--- src/rtl/async_rx3.sv ---
module async_rx3 #(
  parameter int DEPTH = 3
) (
  input  logic       clk,
  input  logic       rst_n,
  input  logic       sample_en,
  input  logic       rxd,
  input  logic       dcd,
  input  logic       cfg_wr,
  input  logic [7:0] cfg_byte,
  input  logic       mode_wr,
  input  logic [7:0] mode_byte,
  input  logic       data_rd,
  input  logic       err_reset,
  output logic [7:0] rx_data,
  output logic [7:0] status,
  output logic [7:0] errors
);
  localparam int CW = $clog2(DEPTH + 1);

  typedef enum logic [2:0] {IDLE, START, DATA, PAR, STOP, HOLD} st_t;

  logic [7:0] cfg_q, mode_q;
  st_t        state;
  logic [5:0] cnt;
  logic [2:0] bitcnt;
  logic [7:0] shr;
  logic       par_bit, stop2, fe_acc;
  logic [6:0] div;
  logic [2:0] nlast;
  logic [9:0] mem [DEPTH];
  logic [CW-1:0] count, after, wr_idx;
  logic       ovr, brk;

  always_comb begin
    case (mode_q[7:6])
      2'b00:   div = 7'd1;
      2'b01:   div = 7'd16;
      2'b10:   div = 7'd32;
      default: div = 7'd64;
    endcase
    case (cfg_q[7:6])
      2'b00:   nlast = 3'd4;
      2'b01:   nlast = 3'd6;
      2'b10:   nlast = 3'd5;
      default: nlast = 3'd7;
    endcase
  end

  wire active   = cfg_q[0] & (~cfg_q[5] | dcd);
  wire tick     = sample_en & active;
  wire samp     = tick && ({1'b0, cnt} == div - 7'd1);
  wire mid      = tick && ({1'b0, cnt} == (div >> 1) - 7'd1);
  wire two_stop = mode_q[3:2] == 2'b11;
  wire push     = (state == STOP) && samp && (stop2 || !two_stop);
  wire fe_new   = fe_acc | ~rxd;
  wire pe_new   = mode_q[0] & ((^shr ^ par_bit) == mode_q[1]);
  wire brk_new  = fe_new && (shr == 8'd0) && !(mode_q[0] && par_bit) && !rxd;
  wire pop      = data_rd && (count != '0);

  always_ff @(posedge clk) begin
    if (!rst_n) begin
      cfg_q  <= '0;
      mode_q <= '0;
    end else begin
      if (cfg_wr)  cfg_q  <= cfg_byte;
      if (mode_wr) mode_q <= mode_byte;
    end
  end

  always_ff @(posedge clk) begin
    if (!rst_n) begin
      state <= IDLE; cnt <= '0; bitcnt <= '0; shr <= '0;
      par_bit <= 1'b0; stop2 <= 1'b0; fe_acc <= 1'b0;
    end else if (!active) begin
      state <= IDLE;
    end else if (tick) begin
      case (state)
        IDLE: if (!rxd) begin
          cnt <= '0; bitcnt <= '0; shr <= '0;
          state <= (div == 7'd1) ? DATA : START;
        end
        START: if (mid) begin
          cnt <= '0;
          state <= rxd ? IDLE : DATA;
        end else cnt <= cnt + 6'd1;
        DATA: if (samp) begin
          cnt <= '0;
          shr[bitcnt] <= rxd;
          bitcnt <= bitcnt + 3'd1;
          if (bitcnt == nlast) begin
            state <= mode_q[0] ? PAR : STOP;
            stop2 <= 1'b0; fe_acc <= 1'b0;
          end
        end else cnt <= cnt + 6'd1;
        PAR: if (samp) begin
          cnt <= '0; par_bit <= rxd; state <= STOP;
        end else cnt <= cnt + 6'd1;
        STOP: if (samp) begin
          cnt <= '0;
          if (push) state <= rxd ? IDLE : HOLD;
          else begin stop2 <= 1'b1; fe_acc <= ~rxd; end
        end else cnt <= cnt + 6'd1;
        default: if (rxd) state <= IDLE;
      endcase
    end
  end

  assign after  = count - CW'(pop);
  assign wr_idx = (after == CW'(DEPTH)) ? CW'(DEPTH - 1) : after;

  always_ff @(posedge clk) begin
    if (!rst_n) begin
      for (int i = 0; i < DEPTH; i++) mem[i] <= '0;
      count <= '0; ovr <= 1'b0; brk <= 1'b0;
    end else begin
      if (pop)
        for (int i = 0; i < DEPTH - 1; i++) mem[i] <= mem[i + 1];
      if (err_reset) begin ovr <= 1'b0; brk <= 1'b0; end
      if (push) begin
        mem[wr_idx] <= {pe_new, fe_new, shr};
        if (after == CW'(DEPTH)) ovr <= 1'b1;
        if (brk_new) brk <= 1'b1;
      end
      count <= after + CW'(push && (after != CW'(DEPTH)));
    end
  end

  wire nonempty = count != '0;
  assign rx_data = nonempty ? mem[0][7:0] : 8'd0;
  assign status  = {brk, 6'd0, nonempty};
  assign errors  = {1'b0, nonempty & mem[0][8], ovr, nonempty & mem[0][9], 4'd0};
endmodule


--- config.mk ---
export PLATFORM = sky130hd
export DESIGN_NAME = async_rx3
export DESIGN_NICKNAME = d
export VERILOG_FILES = /design/src/rtl/async_rx3.sv
export SDC_FILE = /design/constraint.sdc
export NUM_CORES = 1
export LEC_CHECK = 0
export CORE_MARGIN = 5
export CORE_UTILIZATION = 40
export DETAILED_ROUTE_END_ITERATION = 8
export DONT_BUFFER_PORTS = 1
export PLACE_DENSITY = 0.65
export SLEW_MARGIN = 10
export SYNTH_ARGS = -nofsm -noshare
export SYNTH_HDL_FRONTEND = slang
export SYNTH_SLANG_ARGS = --single-unit
--- constraint.sdc ---
create_clock -name clk -period 2.2 [get_ports clk]
set_input_delay 0.11 -clock clk [delete_from_list [all_inputs] [get_ports clk]]
set_output_delay 0.11 -clock clk [all_outputs]
set_load 0.02 [all_outputs]
==> results of run 1 <==
==> per-stage QoR <==
stage | util, % | instance area [sq um] | setup WS (ns) | hold WS (ns) | TNS, ns
global route | 49.2 | 4570 | -0.0203 | 0.0322 | -0.0577
CTS | 48.5 | 4500 | 0.0173 | 0.00242 | 0
detailed placement | 43.5 | 4040 | -0.0734 | 0.246 | -1.39
global placement | 43.5 | 4040 | 0.0126 | 0.242 | 0
floorplan | - | 3860 | -0.0628 | 0.257 | -1.71
finish | 49.2 | 4570 | 0.0817 | 0.0453 | 0
==> metal layers <==
layer	GRT usage [%]	vias up	wire length [um]
met5	0	-	0
met4	4.06	0	78
met3	4.62	7	553
met2	24.6	84	3970
met1	19.2	1380	3690
li1	-	1454	-
==> cell type report <==
| type | instances | area share (%) |
|---|---|---|
| Inverter | 19 | 1.56 |
| Sequential cell | 67 | 35.9 |
| Multi-Input combinational cell | 283 | 44.3 |
| Clock buffer | 9 | 2.71 |
| Tap cell | 129 | 3.53 |
| Clock inverter | 7 | 1.78 |
| Timing Repair Buffer | 51 | 10.2 |
==> critical path, stage by stage, from the launching register on <==
cell	delay [ns]
sky130_fd_sc_hd__dfxtp_1	0.37
sky130_fd_sc_hd__inv_1	0.11
sky130_fd_sc_hd__ha_1	0.25
sky130_fd_sc_hd__xnor2_2	0.21
sky130_fd_sc_hd__xnor2_2	0.16
sky130_fd_sc_hd__and4_4	0.30
sky130_fd_sc_hd__nand4_2	0.12
sky130_fd_sc_hd__buf_4	0.21
sky130_fd_sc_hd__mux2i_1	0.13
==> cell families (layout without fill, tap and decap cells) <==
kind of cell,Yosys count,after routing,share of synthesized area [%]
adders and majority gates,12,12,3.93
and+or+nand+nor,153,153,21.3
AOI/OAI and AO/OA,55,55,10.7
DFF,67,67,43.0
other,1,11,0.0982
xor gates and xnor gates,16,16,4.26
buffers and inverters,54,86,7.27
muxes,36,36,9.44
==> flip-flops by register name (all words and copies together) (netlist names) <==
| signal | count |
|---|---|
| shr | 8 |
| bitcnt | 3 |
| brk | 1 |
| state | 3 |
| ovr | 1 |
| count | 2 |
| cnt | 6 |
| fe_acc | 1 |
| mode_q | 6 |
| par_bit | 1 |
| mem | 30 |
| stop2 | 1 |
| cfg_q | 4 |
==> placed cells by master (no fill, tap or decap), types with 3 or more instances in the layout <==
cell type / n
sky130_fd_sc_hd__and2_1: 18
sky130_fd_sc_hd__nand2b_1: 5
sky130_fd_sc_hd__inv_1: 17
sky130_fd_sc_hd__nand3_1: 12
sky130_fd_sc_hd__inv_6: 5
sky130_fd_sc_hd__nor2b_1: 5
sky130_fd_sc_hd__nand2_1: 42
sky130_fd_sc_hd__xnor2_1: 10
sky130_fd_sc_hd__conb_1: 11
sky130_fd_sc_hd__o22ai_1: 6
sky130_fd_sc_hd__nor3b_1: 4
sky130_fd_sc_hd__nor3_1: 3
sky130_fd_sc_hd__a21oi_1: 11
sky130_fd_sc_hd__o221ai_1: 8
sky130_fd_sc_hd__nand3b_1: 3
sky130_fd_sc_hd__a31oi_1: 3
sky130_fd_sc_hd__buf_4: 25
sky130_fd_sc_hd__nor4_1: 3
sky130_fd_sc_hd__mux2i_1: 36
sky130_fd_sc_hd__nand4_1: 5
sky130_fd_sc_hd__ha_1: 11
sky130_fd_sc_hd__clkbuf_8: 9
sky130_fd_sc_hd__nor2_1: 33
sky130_fd_sc_hd__dfxtp_1: 36
sky130_fd_sc_hd__o211ai_1: 8
sky130_fd_sc_hd__o31a_1: 3
sky130_fd_sc_hd__and3_1: 4
sky130_fd_sc_hd__edfxtp_1: 30
sky130_fd_sc_hd__dlygate4sd3_1: 24
==> what timing repair did <==
item	CTS	global route
setup endpoints to repair	40	59
pin swaps	0	3
hold buffers	23	1
hold endpoints to repair	16	3
resized for setup	4	8
==> power groups by stage <==
| stage | Clock (uW) | Combinational [uW] | Sequential [uW] |
|---|---|---|---|
| after floorplan | 0 | 282 | 1410 |
| after global placement | 0 | 338 | 1410 |
| after detailed placement | 0 | 347 | 1410 |
| after CTS | 1100 | 398 | 1390 |
| after global routing | 1160 | 456 | 1390 |
| final | 1080 | 419 | 1390 |
==> path summary, 6_finish.rpt <==
kind | cells past startpoint | slack, ns | end
setup / recovery | 8 | 0.08 | mem[1][8]
hold / removal | 2 | 0.05 | bitcnt[0]
setup reg to reg | 8 | 0.08 | mem[1][8]
hold reg to reg | 2 | 0.49 | shr[2]
==> impl_summary.md, run 1 <==
Power and ir drop
Registers are responsible for 48.1% of the overall power. The ratio of total power to cell area is 631 mW/mm^2. The worst-case IR drop observed on VDD is 0.311 mV.

After layout, the design draws a total of 2880 uW. The part of the power in combinational logic is 14.5%. The net switching power is 796 uW.

Per report_power, the clock group accounts for 37.3% of the total. The internal power contribution is 2090 uW. The proportion of total power due to net switching is 27.6%. The static leakage is 0.00180 uW.

GRT
The initial antenna violation count is 0. For this run, the total global-route usage over all layers was measured as 15.0%. Entering global routing, the biggest net connects 24 pins. The number of global-route vias before repair was 2860. For this run the aggregate overflow at the end of global routing stands at 0. The global-route wire length before repair is 13800 um.

Clocking
Clock tree synthesis inserted a total of 9 buffers. TritonCTS built the clock tree. The number of H-tree levels is 3.

The cell chosen for the clock root is sky130_fd_sc_hd__clkbuf_8. After clock tree synthesis, the clock-pin slew on the worst setup and hold paths is 0.08 ns. After clock tree synthesis, the setup repair step added 0 buffers. Counting along the longest clock path gives a buffer depth of 2.

The clock insertion delay at the later pin of the skew report is 0.35 ns. Clock tree synthesis found a total of 67 sinks.

Yosys
The register area share after synthesis is 43.0%. The post-synthesis async set-or-reset flop share is 0%. sky130_fd_sc_hd__edfxtp_1 takes more of the synthesized area than any other cell. Sorting the synthesized cells by area gives the leading types as sky130_fd_sc_hd__edfxtp_1 24%, sky130_fd_sc_hd__dfxtp_1 19%, sky130_fd_sc_hd__mux2i_1 9.4%, sky130_fd_sc_hd__nand2_1 4.2%, sky130_fd_sc_hd__ha_1 3.9%.

The most repeated cell in the gate-level netlist after synthesis is sky130_fd_sc_hd__nand2_1. After synthesis, the largest area contributor takes up 23.6% of total cell area. The number of warnings printed during yosys synthesis is 0. The most instantiated flip-flop cell in the synthesis netlist is sky130_fd_sc_hd__dfxtp_1.

Yosys mapped a number of flops with a built-in enable equal to 30. The number of register bits inferred by synthesis is 67. In the synthesized netlist, the cells that appear most often are 43 x sky130_fd_sc_hd__nand2_1, 37 x sky130_fd_sc_hd__dfxtp_1, 36 x sky130_fd_sc_hd__mux2i_1, 33 x sky130_fd_sc_hd__nor2_1, 30 x sky130_fd_sc_hd__edfxtp_1. The mean cell area of the mapped netlist is 9.69 sq um. Synthesis handed over a netlist of 394 instances. The number of unique standard cell types used by synthesis is 58. The summed instance area of the synthesized netlist is 0.00382 sq mm.

Critical path
The category of the most critical setup path is reg -> reg. The critical path starts at mode_q[7]. The startpoint type of the worst setup path is a register. The worst setup path is captured at a register. The largest driver fanout on the critical path is 10.

The data arrival time of the critical path is 2.20 ns. The startpoint identified for the worst register-to-register timing path is mode_q[7]. STA puts the critical path data required time at 2.28 ns.

STA
The measured slew at the worst slew-check pin is 0.653 ns. Between clock sinks in the finished design, the worst skew comes to 0.0136 ns. The number of endpoints with negative hold slack in the final report came to 0. Setup violations remaining at the end of the flow were counted as 0. The final number of max-transition violations is 0. The tightest slew margin relative to the limit is 56.5%.

The post-route clock period utilization is 96.3%. The post-layout minimum cycle time is 2.12 ns. Timing would allow up to 472 MHz. Setup repair after global routing could not meet its margin everywhere.

Routing
The average detailed-routed wire length per instance is 14.7 um. The violation count after the first detailed-routing iteration is 153. The number of search-and-repair iterations in the first detailed-routing pass is 4. In the routed design, unresolved DRC markers number 0.

The via density per instance is 5.18. After detailed routing, the total wire length is 8290 um. The overall via count from detail_route is 2925. The number of nets with antenna violations after detailed routing is 0.

Floorplan
The core area is 0.00928 sq mm. The initial standard-cell utilization of the core is 41.1%. The die covers 0.0116 sq mm. Pin placement for this block handled 49 I/O pins.

The initialized floorplan defines 35 standard-cell rows. The horizontal extent of the die is 108 um. In this run the vertical extent of the chip is 108 um.

Layout
In the final layout, the multi-input gates occupy 0.00202 sq mm. The fraction of final layout cells with drive strength greater than 1 is 15.6%. The diode insertion count for antenna repair is 0. Fill cells in the final layout number 859. The post-route non-filler standard cell count is 565.

The number of nets in the final layout is 468. The total area of sequential cells is 0.00164 sq mm. The post-synthesis to final-layout area growth is 19.7%.

Flow run
Max-cap violations in this run came to 0.

Placed design
Including well taps, the total number of placed cells is 525. The port buffer count is 0. The final estimated routing congestion in global placement is 0.894.

The wire-length estimate of the detail-placed layout is 5850 um.

Hold path
The startpoint identified for the worst hold timing path is rst_n. The tightest min-delay check is of the in -> reg type.

Run status
The run finished with clean final reports.
Power figures use the tool's default switching activity.
==> run 2, diff against run 1 <==
clock period = 1.9 ns   (was 2.2 ns; I/O delays follow)
==> run 2 against run 1 <==
Net effect:
- critical endpoint is now mem[1][2]
- worst setup slack got worse by 0.22 ns
- clock power increased by 18%
- critical path depth down 1
- worst hold slack got worse by 0.18 ns
- utilization is 6.9 points higher
- the run now ends with negative hold slack, negative setup slack left
- clock skew shrank 0.0035 ns
- total power increased by 21%
- sequential cell count is the same
- design area grew 14%
==> impl_summary.md, run 2 (same netlist as run 1, synthesis figures left out) <==
Run status
The flow ran to the end, but the final reports show violations. The final reports fail on negative hold slack, negative setup slack.

Critical path
The worst setup path is captured at a register. The largest driver fanout on the critical path is 4. The worst path required time is 2.00 ns. The category of the most critical setup path is reg -> reg.

The data arrival time of the critical path is 2.14 ns. STA classifies the critical path startpoint as a register.

Placed design
The half-perimeter wire length of the detailed placement result is 5790 um. The port buffer count is 0. After detailed placement, the total cell area comes to 0.00425 sq mm. The final estimated routing congestion in global placement is 0.866.

STA
Setup repair after global routing could not meet its margin everywhere. The final critical-path setup slack is -0.142 ns. Setup violations remaining at the end of the flow were counted as 78.

Derived from the worst setup path, the maximum achievable clock frequency is 490 MHz. The clock skew is 0.0101 ns. The worst path uses 107% of the clock period. The measured slew at the worst slew-check pin is 0.621 ns. After layout, the minimum clock period comes to 2.04 ns. The number of endpoints with negative hold slack in the final report was 13. The tightest slew margin relative to the limit is 58.6%. The worst hold slack after final layout is -0.135 ns.

The final number of max-transition violations is 0.

GRT
The pin count of the biggest net entering global routing is 22. The peak-usage layer in the global routing report is met2. Global routing consumed, on the met1 layer, 19.5% of the routing resources. The number of global-route vias before repair came to 2957. The initial antenna violation count was 0. Global routing consumed, on the met3 layer, 3.96% of the routing resources. The global-route wire length before repair is 14100 um. The met2 track demand over resource in global routing is 25.4%. After global routing the overflow that remains totals 0. Across every metal layer, demand over resource in global routing totals 15.3%.

Clocking
Clock latency on the worst-skew pair, taken at its later pin, is 0.36 ns. Hold repair after CTS inserted 23 buffers. The cell chosen for the clock root is sky130_fd_sc_hd__clkbuf_8. The number of H-tree levels is 3. The number of sinks on the clock net is 67.

After clock tree synthesis, the clock-pin slew on the worst setup and hold paths is 0.09 ns. Counting the buffers created by CTS gives 9. TritonCTS built the clock tree. The maximum clock insertion buffer count is 2.

Layout
The register with the most flip-flops in the layout has 30 of them. In the final layout, the registers with the most flip-flops are mem (30), shr (8). In the final layout, the share of cells above drive strength 1 is 30.3%. The repair_antennas step left the layout with diodes totalling 0. The post-synthesis to final-layout area growth is 36.4%.

In the layout the commonest cells are 40 x sky130_fd_sc_hd__nand2_1, 40 x sky130_fd_sc_hd__buf_4, 36 x sky130_fd_sc_hd__mux2i_1. The number of nets in the final layout is 497. Counting flops per register, the top entry is mem. The finished cells cover 0.00521 sq mm.

Floorplan
In this run the vertical extent of the chip is 108 um. The region available for standard cell placement spans 0.00928 sq mm. Row generation in the floorplan step produced 35 rows. The die outline area is 0.0116 sq mm.

Once the floorplan was initialized, standard cells occupied 41.1% of the core. The top-level port count is 49. The horizontal extent of the die is 108 um.

Routing
The overall via count from detail_route is 3022. The count of nets left with antenna violations once routing finished came out at 0. The final layout contains routed wiring with a total length of 8940 um. The detailed router finished its first iteration with 135 violations.

The DRC violation count after routing is 0. The first TritonRoute pass finished after 4 iterations. After detailed routing, the average wire length per cell comes to 15.1 um. After detailed routing, the number of vias per cell comes to 5.09.

Power and ir drop
Net switching is 28.6% of the power. The ratio of total power to cell area is 670 mW/mm^2. The net switching power is 998 uW. The proportion of power drawn by the clock network is 36.4%. The part of the power in combinational logic is 17.6%. Registers are responsible for 46.0% of the overall power.

Across the VDD grid, the largest voltage drop is 0.411 mV. The analysis attributes to cell leakage a power of 0.00207 uW. The completed layout was analyzed and its total power is 3490 uW. The internal power contribution is 2490 uW.

Flow run
Max-cap violations in this run came to 0.

Hold path
The min-delay analysis places its worst path in the category in -> reg.
==> run 2: changes by cell type in the layout (fill, tap and decap cells not counted), sizes merged <==
cell	delta
inv	-1
nand2	+1
clkbuf	+1
clkinvlp	+1
buf	+28
dlygate4sd3	-1
==> run 2: per-stage QoR <==
step	TNS, ns	cells	hold slack [ns]	utilization (%)	setup WS, ns
after floorplan	-2.76	404	0.241	-	-0.106
after global placement	-8.22	539	0.226	45.8	-0.158
after detailed placement	-11.12	539	0.226	45.8	-0.221
after CTS	-4.49	586	-0.143	53.0	-0.113
after global routing	-14.14	594	-0.142	56.1	-0.244
final	-6.52	594	-0.135	56.1	-0.142
==> run 2: cell type report <==
type                            count  area [sq um]
Clock buffer                        9           124
Clock inverter                      7          82.6
Fill cell                         797          4070
Inverter                           19          76.3
Multi-Input combinational cell    284          2360
Sequential cell                    67          1650
Tap cell                          129           161
Timing Repair Buffer               79           759
==> run 2: worst paths after layout <==
kind | from | slack (ns) | depth (start not counted) | to
max | mode_q[6] | -0.14 | 7 | mem[1][2]
max reg2reg | mode_q[6] | -0.14 | 7 | mem[1][2]
min | rst_n | -0.13 | 1 | count[0]
min reg2reg | shr[2] | 0.50 | 2 | shr[2]
==> run 2: critical path, stage by stage (launching register included) <==
cell	delay (ns)
sky130_fd_sc_hd__dfxtp_4	0.38
sky130_fd_sc_hd__ha_4	0.17
sky130_fd_sc_hd__xnor2_2	0.21
sky130_fd_sc_hd__and4_4	0.27
sky130_fd_sc_hd__and4_4	0.26
sky130_fd_sc_hd__nand4_4	0.18
sky130_fd_sc_hd__clkbuf_16	0.22
sky130_fd_sc_hd__mux2i_1	0.11
==> run 2: power by group through the flow <==
stage | clock network (uW) | logic [uW] | registers (uW)
2_1_floorplan | 0 | 357 | 1630
3_3_place_gp | 0 | 409 | 1640
3_5_place_dp | 0 | 416 | 1640
4_1_cts | 1290 | 553 | 1610
5_1_grt | 1360 | 666 | 1610
6_report | 1270 | 615 | 1610
==> run 2: what timing repair did <==
| item | CTS | global route |
|---|---|---|
| resized for setup | 35 | 36 |
| pin swaps | 11 | 32 |
| endpoints found under the hold margin | 35 | 13 |
| setup endpoints to repair | 84 | 84 |
| buffers inserted | 6 | 10 |
| gates cloned | 2 | 1 |
==> run 2: metal layers <==
layer,up-vias,routed length [um]
li1,1513,-
met1,1424,3930
met2,73,4420
met3,12,466
met4,0,124
met5,-,0
